==> src/rtl/variant_sniffer.sv <==
module variant_sniffer #(
  parameter logic [15:0] ENTRY = 16'h1000
) (
  input  logic        clk,
  input  logic        rst_n,
  input  logic [15:0] addr,
  input  logic        rw,
  output logic [7:0]  data_out,
  output logic        data_oe,
  output logic [1:0]  variant,
  output logic        done
);

  localparam logic [15:0] VEC_LO  = 16'hFFFC;
  localparam logic [15:0] VEC_HI  = 16'hFFFD;
  localparam logic [15:0] PTR     = 16'hFFFF;
  localparam logic [15:0] OPR1    = ENTRY + 16'd1;
  localparam logic [15:0] OPR2    = ENTRY + 16'd2;
  localparam logic [15:0] WRAPPED = {PTR[15:8], 8'h00};
  localparam logic [15:0] CARRIED = PTR + 16'd1;
  localparam logic [7:0]  JMP_IND = 8'h6C;

  localparam logic [1:0] V_NONE = 2'b00;
  localparam logic [1:0] V_WRAP = 2'b01;
  localparam logic [1:0] V_SLOW = 2'b10;
  localparam logic [1:0] V_FAST = 2'b11;

  typedef enum logic [3:0] {
    ST_WAIT, ST_VHI, ST_OPC, ST_OP1, ST_OP2,
    ST_PTR, ST_FORK, ST_BHI, ST_BLO, ST_FIN
  } st_t;

  st_t        st, st_nx;
  logic [1:0] code_nx;
  logic       fin_nx;

  always_comb begin
    data_out = 8'h00;
    case (addr)
      VEC_LO:     data_out = ENTRY[7:0];
      VEC_HI:     data_out = ENTRY[15:8];
      ENTRY:      data_out = JMP_IND;
      OPR1, OPR2: data_out = 8'hFF;
      default:    data_out = 8'h00;
    endcase
  end

  assign data_oe = rw && !done;

  always_comb begin
    st_nx   = st;
    code_nx = V_NONE;
    fin_nx  = 1'b0;
    if (!rw) begin
      fin_nx = 1'b1;
    end else begin
      case (st)
        ST_WAIT: if (addr == VEC_LO) st_nx = ST_VHI;
        ST_VHI:  if (addr == VEC_HI) st_nx = ST_OPC; else fin_nx = 1'b1;
        ST_OPC:  if (addr == ENTRY)  st_nx = ST_OP1; else fin_nx = 1'b1;
        ST_OP1:  if (addr == OPR1)   st_nx = ST_OP2; else fin_nx = 1'b1;
        ST_OP2:  if (addr == OPR2)   st_nx = ST_PTR; else fin_nx = 1'b1;
        ST_PTR: begin
          if (addr == PTR)       st_nx = ST_FORK;
          else if (addr == OPR2) st_nx = ST_BHI;
          else                   fin_nx = 1'b1;
        end
        ST_FORK: begin
          fin_nx = 1'b1;
          if (addr == WRAPPED)      code_nx = V_WRAP;
          else if (addr == CARRIED) code_nx = V_FAST;
        end
        ST_BHI:  if (addr == PTR) st_nx = ST_BLO; else fin_nx = 1'b1;
        ST_BLO: begin
          fin_nx = 1'b1;
          if (addr == CARRIED) code_nx = V_SLOW;
        end
        default: fin_nx = 1'b1;
      endcase
    end
    if (fin_nx) st_nx = ST_FIN;
  end

  always_ff @(posedge clk or negedge rst_n) begin
    if (!rst_n) begin
      st      <= ST_WAIT;
      variant <= V_NONE;
      done    <= 1'b0;
    end else if (!done) begin
      st <= st_nx;
      if (fin_nx) begin
        done    <= 1'b1;
        variant <= code_nx;
      end
    end
  end


  done_sticky_chk: assert property (@(posedge clk) disable iff (!rst_n)
    done |=> done);


  code_frozen_chk: assert property (@(posedge clk) disable iff (!rst_n)
    done |=> $stable(variant));


  write_aborts_chk: assert property (@(posedge clk) disable iff (!rst_n)
    (!done && !rw) |=> (done && variant == V_NONE));


  code_idle_chk: assert property (@(posedge clk) disable iff (!rst_n)
    !done |-> variant == V_NONE);

endmodule

==> config.mk <==
export PLATFORM = sky130hd
export DESIGN_NAME = variant_sniffer
export DESIGN_NICKNAME = d
export VERILOG_FILES = /design/src/rtl/variant_sniffer.sv
export SDC_FILE = /design/constraint.sdc
export NUM_CORES = 1
export LEC_CHECK = 0
export CAP_MARGIN = 20
export CORE_MARGIN = 1
export CORE_UTILIZATION = 45
export CTS_CLUSTER_DIAMETER = 200
export DETAILED_ROUTE_END_ITERATION = 12
export PLACE_DENSITY = 0.95
export SETUP_SLACK_MARGIN = 0.1
export SYNTH_ARGS = -nofsm -noshare
export SYNTH_HDL_FRONTEND = slang
export SYNTH_SLANG_ARGS = --single-unit
export TNS_END_PERCENT = 5
==> constraint.sdc <==
create_clock -name clk -period 3.54 [get_ports clk]
set_input_delay 0.708 -clock clk [delete_from_list [all_inputs] [get_ports clk]]
set_output_delay 0.708 -clock clk [all_outputs]
set_load 0.03 [all_outputs]
==> summary.txt, run 1 <==
Die area: 1800 sq um
Worst Hold Depth: 1
HPWL after DPL: 1480 microns
Worst-path maximum fanout: 4
Post-synth top area share: 23.8%
Vias per cell: 6.01
Vias in the first global route: 721
Port-buffer cells: 30
Effective utilization at floorplan: 48.4%
FILL cells: 135
Gr usage total: 22.3%
Cells after Synth: 96
Mapped cell area: 737 sq um
Area of the multi-input gates: 498 sq um
Top cell type by total area after synthesis: dfrtp_1
Dpl cell area: 985 sq um
Leakage power figure: 0.000385 uW
Reg area: 175 sq um
Avg Cell Area, Syn: 7.68 sq um
Kind of critical path: in2out
Ys async rst share: 100%
Slowest CP cell: or4b_4
CTS root buffer: clkbuf_4
Post-route DRC: 0
Synthesized net count: 115
Clock Latency Late Sink: 0.24 ns
Hold_buf cts: 0
Crit path cell chain: clkdlybuf4s50_1, or4b_4, nor4_4, o21a_1, or2_2, buf_4
Total CTS buffers: 3
Gpl congestion: 0.916
Wl on met1: 809 microns
Core Util, Final: 66.6%
Clock skew: 0.000385 ns
Yosys reg bits: 7
Die Span X: 42.5 microns
Drt pass-1 iters: 4
R2R cell count: 6
Critical R2R Launch: st[0]
Reg-to-reg slack, setup: 1.56 ns
Wire length of the first global-routing pass: 3140 microns
Nets: 140
Hold Crit Endpoint: variant[1]
# diodes: 0
RSZ-0062 raised after global routing: no
Reg2reg end: variant[1]
Ratio of final minimum period to clock period: 92.1%
CP Launch Type: primary input
Slew at the pin closest to its max-slew limit: 0.447 ns
Pin count of the biggest net entering global routing: 12
Prevailing post-synth register cell: dfrtp_1
CTS tree: built
Synth top cells by count: nor2_1 (10), nand2_1 (9), dfrtp_1 (7), clkbuf_1 (6)
Tightest Hold Check Type: reg2reg
CP startpoint: addr[11]
Min-delay src: variant[1]
Uppermost layer routed: met4
Maximum VDD drop: 0.206 mV
Worst-path clk slew: 0.05 ns
Final WL: 1840 microns
FP Rows: 14
Total global routing overflow: 0
Routed Antenna Nets: 0
Critical Path AT: 2.55 ns
Final Max Slew Viols: 0
Status: completed
# IOs: 31
Hold Vio Cnt, Final: 0
Design area: 1010 sq um
# clock sinks: 7
Most frequent cell after synthesis: nor2_1
Setup ws final: 0.280 ns
Layout cell share with drive strength beyond 1: 18.3%
Deepest clock path buffer count: 2
Via count: 817
DP Worst Slack: 0.218 ns
YS warnings: 0
Critical Path RT: 2.83 ns
Design Power: 186 uW
Final setup violation count: 0
Antenna violations before repair: 0
Tmin final: 3.26 ns
EDFF count, synth: 0
DRT iter0 DRCs: 12
Routed len/inst: 13.5 microns
Met3 Wirelength: 178 microns
Crit-path max cell delay: 0.56 ns
H-tree lvl count: 1
WL met2: 837 microns
Max-Cap Viols: 0
Setup_tns: 0 ns
Max Clk Rate: 0.307 GHz
Pwr/cell area: 183 nW/um^2
Dominant cells by area after synthesis: dfrtp_1 (24%), nor4_4 (5.8%), buf_4 (5.1%), nor2_1 (5.1%), nand2_1 (4.6%)
Area growth syn-to-layout: 37.7%
Core area: 1520 sq um
Distinct cell type count of the synthesized netlist: 30
Slew margin rel.: 69.9%
Number of buffers and inverters on the critical path: 2
Crit path max-delay family: simple AND/OR/NAND/NOR gates
Die Y: 42.5 microns
Sequential fraction of the synthesis area: 23.8%
Worst setup EP type: output port
## power by group
| part | total, uW | internal [uW] | switching (uW) |
|---|---|---|---|
| Combinational | 37.8 | 22.0 | 15.8 |
| Clock | 67.5 | 42.7 | 24.8 |
| Sequential | 80.3 | 80.3 | 0.000824 |
## state kept, by name (all words and copies together) (netlist names)
register	count
variant	2
st	4
done	1
## per-layer routing
| layer | GRT usage (%) | vias up |
|---|---|---|
| met5 | 0 | - |
| met4 | 8.13 | 0 |
| met3 | 5.17 | 4 |
| met2 | 33.5 | 52 |
| met1 | 30.9 | 359 |
| li1 | - | 402 |
## through the flow
step | instances | hold slack [ns]
6_report | 136 | 0.487
5_1_grt | 136 | 0.511
4_1_cts | 136 | 0.495
3_5_place_dp | 132 | 0.479
3_3_place_gp | 132 | 0.478
2_1_floorplan | 96 | 0.412
## worst max path at each step
stage / cells after the start / to / slack, ns
final: 6 / data_out[4] / 0.28
after floorplan: 4 / data_out[3] / 0.25
after global placement: 5 / data_out[5] / 0.27
after CTS: 5 / data_out[5] / 0.22
after detailed placement: 5 / data_out[5] / 0.22
after global routing: 6 / data_out[4] / 0.16
## cell usage in the layout (no fill, tap or decap)
cell             count
clkbuf_4             3
nand3_1              5
o21bai_1             1
nand2_1              9
nor4_1               4
inv_1                2
nand4_1              5
nor3_1               3
nor3b_1              1
a21boi_0             2
nor2_1              10
a21boi_2             1
nand2b_1             1
xor2_1               1
o21ai_0              2
or4b_4               1
clkdlybuf4s50_1     22
a21oi_1              3
clkbuf_1             1
or4_1                3
o21a_1               2
mux2_1               2
or4_4                1
buf_4                9
a2111oi_0            3
nor2b_1              4
a31oi_1              3
a21oi_2              2
o31ai_1              1
nor4_4               2
dfrtp_1              7
or2_2                3
a22oi_1              1
## worst reg2reg max path, delay by kind of cell, from the launching register on
family          cells  cell delay, ns
simple gates        2            0.62
flops               1            0.47
compound gates      3            0.45
mux                 1            0.32
## repair_timing
item	4_1_cts	5_1_grt
hold endpoints to repair	0	0
endpoints found under the setup margin	0	4
resized for setup	0	1
setup buffers	0	0
## area by class of cell
cell class | count | share of cell area, %
multi-input cells | 76 | 49.1
repair buffers | 31 | 28.4
flip-flops and latches | 7 | 17.3
clock buffers | 4 | 2.59
well taps | 16 | 1.97
inverters | 2 | 0.740
## cell families (layout without fill, tap and decap cells)
logic type | count (synthesis) | count (layout) | share of synthesized area (%)
AND/OR/NAND/NOR | 52 | 52 | 42.8
AO/OA/AOI/OAI | 21 | 21 | 20.0
buffers and inverters | 13 | 37 | 9.17
flip-flops | 7 | 7 | 23.8
multiplexers | 2 | 2 | 3.06
XOR/XNOR | 1 | 1 | 1.19
Note: power is estimated with default switching activity, not from simulation.
==> inputs of run 2 (changes only) <==
CAP_MARGIN = not set   (was 20)
CTS_CLUSTER_SIZE = 40   (was not set)
==> results of run 2 <==
Same layout as run 1: the final DEF is identical, and so are final timing and power.
